$ cat config.mk
export PLATFORM = sky130hd
export DESIGN_NAME = cmd_mailbox
export DESIGN_NICKNAME = d
export VERILOG_FILES = /design/src/rtl/mbox_pkg.sv /design/src/rtl/mbox_wordbank.sv /design/src/rtl/mbox_ctrl.sv /design/src/rtl/cmd_mailbox.sv
export SDC_FILE = /design/constraint.sdc
export NUM_CORES = 1
export LEC_CHECK = 0
export ABC_AREA = 0
export BUFFER_PORTS_ARGS = -buffer_cell sky130_fd_sc_hd__buf_2
export CORE_ASPECT_RATIO = 1.25
export CORE_MARGIN = 1
export CORE_UTILIZATION = 35
export DETAILED_ROUTE_END_ITERATION = 12
export PLACE_DENSITY = 0.66
export RECOVER_POWER = 100
export SLEW_MARGIN = 10
export SYNTH_ARGS = -nofsm -noshare
export SYNTH_HDL_FRONTEND = slang
export SYNTH_SLANG_ARGS = --single-unit
$ cat constraint.sdc
create_clock -name clk -period 1.78 [get_ports clk]
set_input_delay 0 -clock clk [delete_from_list [all_inputs] [get_ports clk]]
set_output_delay 0 -clock clk [all_outputs]
set_load 0.05 [all_outputs]
$ cat src/rtl/mbox_pkg.sv
package mbox_pkg;

    localparam int DATA_W = 32;
    localparam int CODE_W = 8;

    // command word fields
    localparam int OPC_LSB = 0;
    localparam int OPC_W   = 8;
    localparam int IRQ_REQ_BIT = 8;
    localparam int SUB_LSB = 12;
    localparam int SUB_W   = 4;
    localparam int LEN_LSB = 16;
    localparam int LEN_W   = 8;

    // status word fields
    localparam int ST_BUSY     = 0;
    localparam int ST_ERR      = 1;
    localparam int ST_PEND     = 2;
    localparam int ST_CODE_LSB = 16;

    // register offsets (bytes)
    localparam int OFS_CMD  = 'h00;
    localparam int OFS_STS  = 'h04;
    localparam int OFS_SRC  = 'h08;
    localparam int OFS_DST  = 'h0C;
    localparam int OFS_WBUF = 'h80;
    localparam int OFS_RBUF = 'h90;

    typedef enum logic [CODE_W-1:0] {
        MERR_NONE        = 8'd0,
        MERR_UNSUPPORTED = 8'd1,
        MERR_NOT_SERVED  = 8'd2,
        MERR_CANNOT_DO   = 8'd3,
        MERR_INVALID     = 8'd4,
        MERR_FAILED      = 8'd5,
        MERR_SECURITY    = 8'd6,
        MERR_UNSIGNED    = 8'd7
    } mbox_err_e;

    typedef struct packed {
        logic              busy;
        logic              pend;
        logic              err;
        logic [CODE_W-1:0] code;
        logic              irq_req;
        logic [DATA_W-1:0] cmd;
        logic              doorbell;
    } ctrl_state_t;

    typedef struct packed {
        logic              valid;
        logic [DATA_W-1:0] data;
    } rd_state_t;

endpackage

$ cat src/rtl/mbox_wordbank.sv
module mbox_wordbank #(
    parameter int WORDS = 4,
    parameter int DW    = 32,
    localparam int IW   = (WORDS > 1) ? $clog2(WORDS) : 1
) (
    input  logic              clk,
    input  logic              rst_n,
    input  logic              we,
    input  logic [IW-1:0]     idx,
    input  logic [DW-1:0]     wdata,
    output logic [WORDS*DW-1:0] flat
);

    for (genvar g = 0; g < WORDS; g++) begin : g_word
        logic [DW-1:0] word_d, word_q;

        always_comb begin
            word_d = word_q;
            if (we && (idx == IW'(g))) begin
                word_d = wdata;
            end
        end

        always_ff @(posedge clk or negedge rst_n) begin
            if (!rst_n) begin
                word_q <= '0;
            end else begin
                word_q <= word_d;
            end
        end

        assign flat[g*DW +: DW] = word_q;
    end

    // contents only change on a load strobe
    p_bank_hold_r8: assert property (@(posedge clk) disable iff (!rst_n)
        !we |=> $stable(flat));

endmodule

$ cat src/rtl/mbox_ctrl.sv
module mbox_ctrl
    import mbox_pkg::*;
(
    input  logic              clk,
    input  logic              rst_n,
    input  logic              cmd_we,
    input  logic [DATA_W-1:0] cmd_wdata,
    input  logic              ack_we,
    input  logic              done,
    input  logic              err_in,
    input  logic [CODE_W-1:0] code_in,
    output logic              busy,
    output logic              pend,
    output logic              err,
    output logic [CODE_W-1:0] code,
    output logic [DATA_W-1:0] cmd,
    output logic              doorbell,
    output logic              host_irq
);

    ctrl_state_t st_d, st_q;
    logic accept, finish;

    always_comb begin
        st_d          = st_q;
        st_d.doorbell = 1'b0;
        accept        = cmd_we && !st_q.busy;
        finish        = done && st_q.busy;

        if (accept) begin
            st_d.busy     = 1'b1;
            st_d.cmd      = cmd_wdata;
            st_d.irq_req  = cmd_wdata[IRQ_REQ_BIT];
            st_d.doorbell = 1'b1;
            st_d.err      = 1'b0;
            st_d.code     = '0;
        end

        if (finish) begin
            st_d.busy = 1'b0;
            st_d.err  = err_in;
            st_d.code = err_in ? code_in : '0;
        end

        if (ack_we) begin
            st_d.pend = 1'b0;
        end
        if (finish) begin
            st_d.pend = 1'b1;
        end
    end

    always_ff @(posedge clk or negedge rst_n) begin
        if (!rst_n) begin
            st_q <= '0;
        end else begin
            st_q <= st_d;
        end
    end

    assign busy     = st_q.busy;
    assign pend     = st_q.pend;
    assign err      = st_q.err;
    assign code     = st_q.code;
    assign cmd      = st_q.cmd;
    assign doorbell = st_q.doorbell;
    assign host_irq = st_q.pend && st_q.irq_req;

    p_accept_r2: assert property (@(posedge clk) disable iff (!rst_n)
        (cmd_we && !busy) |=> (busy && doorbell));

    p_ring_once_r2: assert property (@(posedge clk) disable iff (!rst_n)
        doorbell |=> !doorbell);

    p_busy_ignore_r3: assert property (@(posedge clk) disable iff (!rst_n)
        (busy && cmd_we && !done) |=> (busy && !doorbell && $stable(cmd)));

    p_finish_r4: assert property (@(posedge clk) disable iff (!rst_n)
        (busy && done) |=> (!busy && pend));

    p_code_clean_r4: assert property (@(posedge clk) disable iff (!rst_n)
        !err |-> (code == '0));

    p_idle_done_r5: assert property (@(posedge clk) disable iff (!rst_n)
        (!busy && done && !cmd_we) |=> (!busy && $stable(err) && $stable(code)));

    p_ack_r6: assert property (@(posedge clk) disable iff (!rst_n)
        (pend && ack_we && !(busy && done)) |=> !pend);

    p_irq_req_r7: assert property (@(posedge clk) disable iff (!rst_n)
        host_irq |-> cmd[IRQ_REQ_BIT]);

    p_new_cmd_clears_r10: assert property (@(posedge clk) disable iff (!rst_n)
        (cmd_we && !busy) |=> (!err && (pend == $past(pend))));

endmodule

$ cat src/rtl/cmd_mailbox.sv
module cmd_mailbox
    import mbox_pkg::*;
#(
    parameter int ADDR_W    = 8,
    parameter int BUF_WORDS = 4
) (
    input  logic                          clk,
    input  logic                          rst_n,
    input  logic [ADDR_W-1:0]             h_addr,
    input  logic [31:0]                   h_wdata,
    input  logic                          h_we,
    input  logic                          h_re,
    output logic [31:0]                   h_rdata,
    output logic                          h_rvalid,
    output logic                          host_irq,
    output logic                          fw_doorbell,
    output logic [7:0]                    fw_opcode,
    output logic [3:0]                    fw_subcmd,
    output logic [7:0]                    fw_in_len,
    output logic [31:0]                   fw_src_ptr,
    output logic [31:0]                   fw_dst_ptr,
    output logic [32*BUF_WORDS-1:0]       fw_wbuf,
    input  logic                          fw_done,
    input  logic                          fw_err,
    input  logic [7:0]                    fw_err_code,
    input  logic                          fw_rbuf_we,
    input  logic [$clog2(BUF_WORDS)-1:0]  fw_rbuf_idx,
    input  logic [31:0]                   fw_rbuf_data
);

    localparam int IDX_W     = $clog2(BUF_WORDS);
    localparam int BUF_BYTES = 4 * BUF_WORDS;

    localparam logic [ADDR_W-1:0] A_CMD      = ADDR_W'(OFS_CMD);
    localparam logic [ADDR_W-1:0] A_STS      = ADDR_W'(OFS_STS);
    localparam logic [ADDR_W-1:0] A_SRC      = ADDR_W'(OFS_SRC);
    localparam logic [ADDR_W-1:0] A_DST      = ADDR_W'(OFS_DST);
    localparam logic [ADDR_W-1:0] A_WBUF     = ADDR_W'(OFS_WBUF);
    localparam logic [ADDR_W-1:0] A_WBUF_END = ADDR_W'(OFS_WBUF + BUF_BYTES);
    localparam logic [ADDR_W-1:0] A_RBUF     = ADDR_W'(OFS_RBUF);
    localparam logic [ADDR_W-1:0] A_RBUF_END = ADDR_W'(OFS_RBUF + BUF_BYTES);

    // address decode
    logic hit_cmd, hit_sts, hit_ptr, hit_wbuf, hit_rbuf;
    logic [IDX_W-1:0] buf_idx;

    assign hit_cmd  = (h_addr == A_CMD);
    assign hit_sts  = (h_addr == A_STS);
    assign hit_ptr  = (h_addr == A_SRC) || (h_addr == A_DST);
    assign hit_wbuf = (h_addr >= A_WBUF) && (h_addr < A_WBUF_END);
    assign hit_rbuf = (h_addr >= A_RBUF) && (h_addr < A_RBUF_END);
    assign buf_idx  = h_addr[IDX_W+1:2];

    // control and status
    logic              busy, pend, err;
    logic [CODE_W-1:0] code;
    logic [DATA_W-1:0] cmd;

    mbox_ctrl u_ctrl (
        .clk       (clk),
        .rst_n     (rst_n),
        .cmd_we    (h_we && hit_cmd),
        .cmd_wdata (h_wdata),
        .ack_we    (h_we && hit_sts && h_wdata[ST_PEND]),
        .done      (fw_done),
        .err_in    (fw_err),
        .code_in   (fw_err_code),
        .busy      (busy),
        .pend      (pend),
        .err       (err),
        .code      (code),
        .cmd       (cmd),
        .doorbell  (fw_doorbell),
        .host_irq  (host_irq)
    );

    assign fw_opcode = cmd[OPC_LSB +: OPC_W];
    assign fw_subcmd = cmd[SUB_LSB +: SUB_W];
    assign fw_in_len = cmd[LEN_LSB +: LEN_W];

    // pointer words: index 0 = source, 1 = destination
    logic [63:0] ptr_flat;

    mbox_wordbank #(.WORDS(2), .DW(32)) u_ptr (
        .clk   (clk),
        .rst_n (rst_n),
        .we    (h_we && hit_ptr),
        .idx   (h_addr[2]),
        .wdata (h_wdata),
        .flat  (ptr_flat)
    );

    assign fw_src_ptr = ptr_flat[31:0];
    assign fw_dst_ptr = ptr_flat[63:32];

    // outbound (host-written) and inbound (firmware-written) data
    logic [32*BUF_WORDS-1:0] rbuf_flat;

    mbox_wordbank #(.WORDS(BUF_WORDS), .DW(32)) u_wbuf (
        .clk   (clk),
        .rst_n (rst_n),
        .we    (h_we && hit_wbuf),
        .idx   (buf_idx),
        .wdata (h_wdata),
        .flat  (fw_wbuf)
    );

    mbox_wordbank #(.WORDS(BUF_WORDS), .DW(32)) u_rbuf (
        .clk   (clk),
        .rst_n (rst_n),
        .we    (fw_rbuf_we),
        .idx   (fw_rbuf_idx),
        .wdata (fw_rbuf_data),
        .flat  (rbuf_flat)
    );

    // registered read port
    logic [31:0] status_word;
    rd_state_t   rd_d, rd_q;

    always_comb begin
        status_word                             = '0;
        status_word[ST_BUSY]                    = busy;
        status_word[ST_ERR]                     = err;
        status_word[ST_PEND]                    = pend;
        status_word[ST_CODE_LSB +: CODE_W]      = code;
    end

    always_comb begin
        rd_d.valid = h_re;
        rd_d.data  = '0;
        if (h_re) begin
            if (hit_cmd) begin
                rd_d.data = cmd;
            end else if (hit_sts) begin
                rd_d.data = status_word;
            end else if (hit_ptr) begin
                rd_d.data = h_addr[2] ? ptr_flat[63:32] : ptr_flat[31:0];
            end else if (hit_wbuf) begin
                rd_d.data = fw_wbuf[buf_idx*32 +: 32];
            end else if (hit_rbuf) begin
                rd_d.data = rbuf_flat[buf_idx*32 +: 32];
            end
        end
    end

    always_ff @(posedge clk or negedge rst_n) begin
        if (!rst_n) begin
            rd_q <= '0;
        end else begin
            rd_q <= rd_d;
        end
    end

    assign h_rdata  = rd_q.data;
    assign h_rvalid = rd_q.valid;

    p_read_latency_r11: assert property (@(posedge clk) disable iff (!rst_n)
        h_re |=> h_rvalid);

    p_idle_data_r11: assert property (@(posedge clk) disable iff (!rst_n)
        !h_rvalid |-> (h_rdata == '0));

endmodule

==> metrics <==
Rows between 90 and 100; IO buf count roughly 340; Fin. Hold Viols 0; share of layout cells above drive strength 1 about 41%; post-layout worst setup margin slightly below 0.04 ns; H-tree levels 2; CP Class primary input to flop; Total Routed Length ~55000 um; ANT nets after route 0; area of the multi-input gates roughly 0.007 sq mm; P_leak just over 10 nW; Seq/Total Area, Yosys a little under three fifths; Initial Util about 36%; Core Region roughly 0.050 sq mm; TritonCTS buffer count 42; die area 0.05169 sq mm; Final period util between 90% and 100%; antenna violations before repair 8; flop2flop setup slack approximately 0.08 ns; Worst Clk Skew between 0.015 and 0.02 ns; HP Class primary input to flop; Skew-Pair Late Insertion Delay approximately 0.58 ns; Reg2Reg Capture Point u_ctrl.cmd[9]; Post-Syn Area roughly 0.018 sq mm; asr flop ratio synth 100.0%; DP Wirelength about 38000 um; fin. max-slew vios 0; IO Pins approximately 340; area share of the largest cell type after synthesis ~56%; Filler Cell Count 4568; vias 12.13k; Storage cell area 0.009935 sq mm; HP Start fw_rbuf_idx[1]; GP Congestion between 0.8 and 0.9; Unique masters post-synth 38; Reg clk slew, reported paths approximately 0.06 ns; Max FO, Critical Path 16; GRT overflow 0; register bit count reported by yosys 397; worst hold path endpoint u_rbuf.g_word[0].word_q[25]; Commonest cells post-synth 397 x dfrtp_1, 340 x mux2_2, 75 x mux4_2, 75 x nand2_1, 32 x a22oi_1; ranking of synthesized cells by area dfrtp_1 56%, mux2_2 22%, mux4_2 9.5%; Nets 1673; area grow syn2layout 26.49%; setup TNS 0 ns; final std cells w/o fill about 2.3k; die height 253.9 um; reg-to-reg critical path startpoint u_ctrl.busy; minimum clock period 1.740 ns; Synth Instances approximately 1.1k; number of flops mapped to enable cells by yosys 0; Slew HR approximately 30%; PwrDens between 1000 and 1500 mW/mm^2; Peak VDD IR 695.6 uV; Arr. time, crit path around 2.2 ns; Avg Inst Size Synth between 15 and 20 sq um; first-pass GRT wire length about 83000 um; crit start category primary input; CTS sink cnt 397; most used standard cell by instance count after synthesis dfrtp_1; clock buffer depth 3; Crit path required time approximately 2.2 ns; Vias/cell around 5.3; worst hold path depth 4; Synth Warn # 0; Fmax 0.5746 GHz; Setup Viol. Count Final 0; pin count of the biggest net entering global routing between 50 and 60; DP Worst Slack 0.05566 ns; max_cap viols 0; CTS tree yes; FF-to-FF path depth 4; All-Layer GR Usage around 21%; Tightest Pin Transition roughly 1.0 ns; root buf cell clkbuf_16; outcome finished clean; drt drc 0; WL/cell around 24 um; Pre-Repair DR Iteration Count 4; RSZ-0062 raised after global routing no; area leader, netlist dfrtp_1; Die Width 203.6 um; placed cell count roughly 2.1k; top_reg_cell synth dfrtp_1; vias in the first global route around 13k; DR iter-0 viols 590; synthesized net count approximately 1.2k; CP Capture Type flop
[through the flow]
| stage | total power (W) | hold WS [ns] | area (sq um) | util, % |
|---|---|---|---|---|
| floorplan | 0.01426 | -0.2956 | 17770 | - |
| global placement | 0.01577 | -0.004451 | 20570 | 41.33 |
| detailed placement | 0.01594 | 0.004790 | 20570 | 41.33 |
| CTS | 0.02519 | 0.05104 | 22930 | 46.09 |
| global route | 0.02572 | 0.07873 | 22480 | 45.18 |
| finish | 0.02478 | 0.08490 | 22480 | 45.18 |
[critical path, cell delays in order]
cell	delay, ns
clkbuf_1	0.13
dlygate4sd3_1	0.63
nor4b_4	0.40
and4b_1	0.34
buf_6	0.30
mux2_2	0.37
[cell type report]
| type | instances | share of cell area (%) |
|---|---|---|
| sequential | 397 | 44.19 |
| multi-input combinational | 643 | 31.91 |
| timing repair buffer | 499 | 13.93 |
| clock buffer | 57 | 5.104 |
| tap | 651 | 3.623 |
| clock inverter | 21 | 1.197 |
| antenna | 3 | 0.03339 |
| inverter | 1 | 0.01670 |
[metal layers]
layer | up-vias | track usage, % | part of all wire [%]
li1 | 5121 | - | -
met1 | 6476 | 26.71 | 41
met2 | 423 | 36.86 | 50
met3 | 102 | 3.911 | 5.5
met4 | 4 | 7.884 | 3.2
met5 | - | 0 | 0.049
[cell families after synthesis]
| group | after synthesis | synth area share, % |
|---|---|---|
| muxes | 448 | 33.77 |
| and+or+nand+nor | 99 | 2.739 |
| buffers and inverters | 99 | 3.478 |
| DFF | 397 | 55.90 |
| AOI/OAI and AO/OA | 96 | 4.118 |
[cell usage in the layout (no fill, tap or decap), types with 32 or more instances in the layout]
cell type,synthesis,routed
a22oi_1,32,32
nand2_1,75,75
a21boi_0,25,32
dfrtp_1,397,397
clkbuf_16,0,43
mux2_2,340,340
buf_4,31,34
clkbuf_1,24,262
dlygate4sd3_1,0,93
mux4_2,75,75
buf_2,28,83
[sequential cells by signal, indices dropped and copies added (netlist names)]
signal and flops:
u_ctrl.err 1, u_ptr.g_word.word_q 64, h_rvalid 1, h_rdata 32, u_ctrl.busy 1, u_wbuf.g_word.word_q 128
u_ctrl.pend 1, u_ctrl.cmd 32, u_rbuf.g_word.word_q 128, u_ctrl.doorbell 1, u_ctrl.code 8
[where the power goes]
group | switching [W] | total, W | internal (W)
Combinational | 0.00316 | 0.00499 | 0.00183
Sequential | 0.000699 | 0.0108 | 0.0101
Clock | 0.00383 | 0.00900 | 0.00517
[worst max path at each step]
stage	startpoint	endpoint	cells after the start
6_report	h_addr[5]	u_wbuf.g_word[1].word_q[31]	6
3_3_place_gp	h_addr[1]	u_ptr.g_word[0].word_q[9]	7
5_1_grt	h_addr[6]	u_ctrl.code[7]	9
2_1_floorplan	u_wbuf.g_word[3].word_q[30]	h_rdata[30]	4
3_5_place_dp	h_addr[1]	u_ptr.g_word[0].word_q[1]	7
4_1_cts	u_ctrl.busy	u_ctrl.code[0]	4
[timing repair]
action                     in CTS  in global routing
setup endpoints to repair       0                  3
hold buffers                   94                  0
resized for setup               0                  1
buffers inserted                0                  1
hold endpoints to repair      774                  0
(Power assumes the default switching activity.)
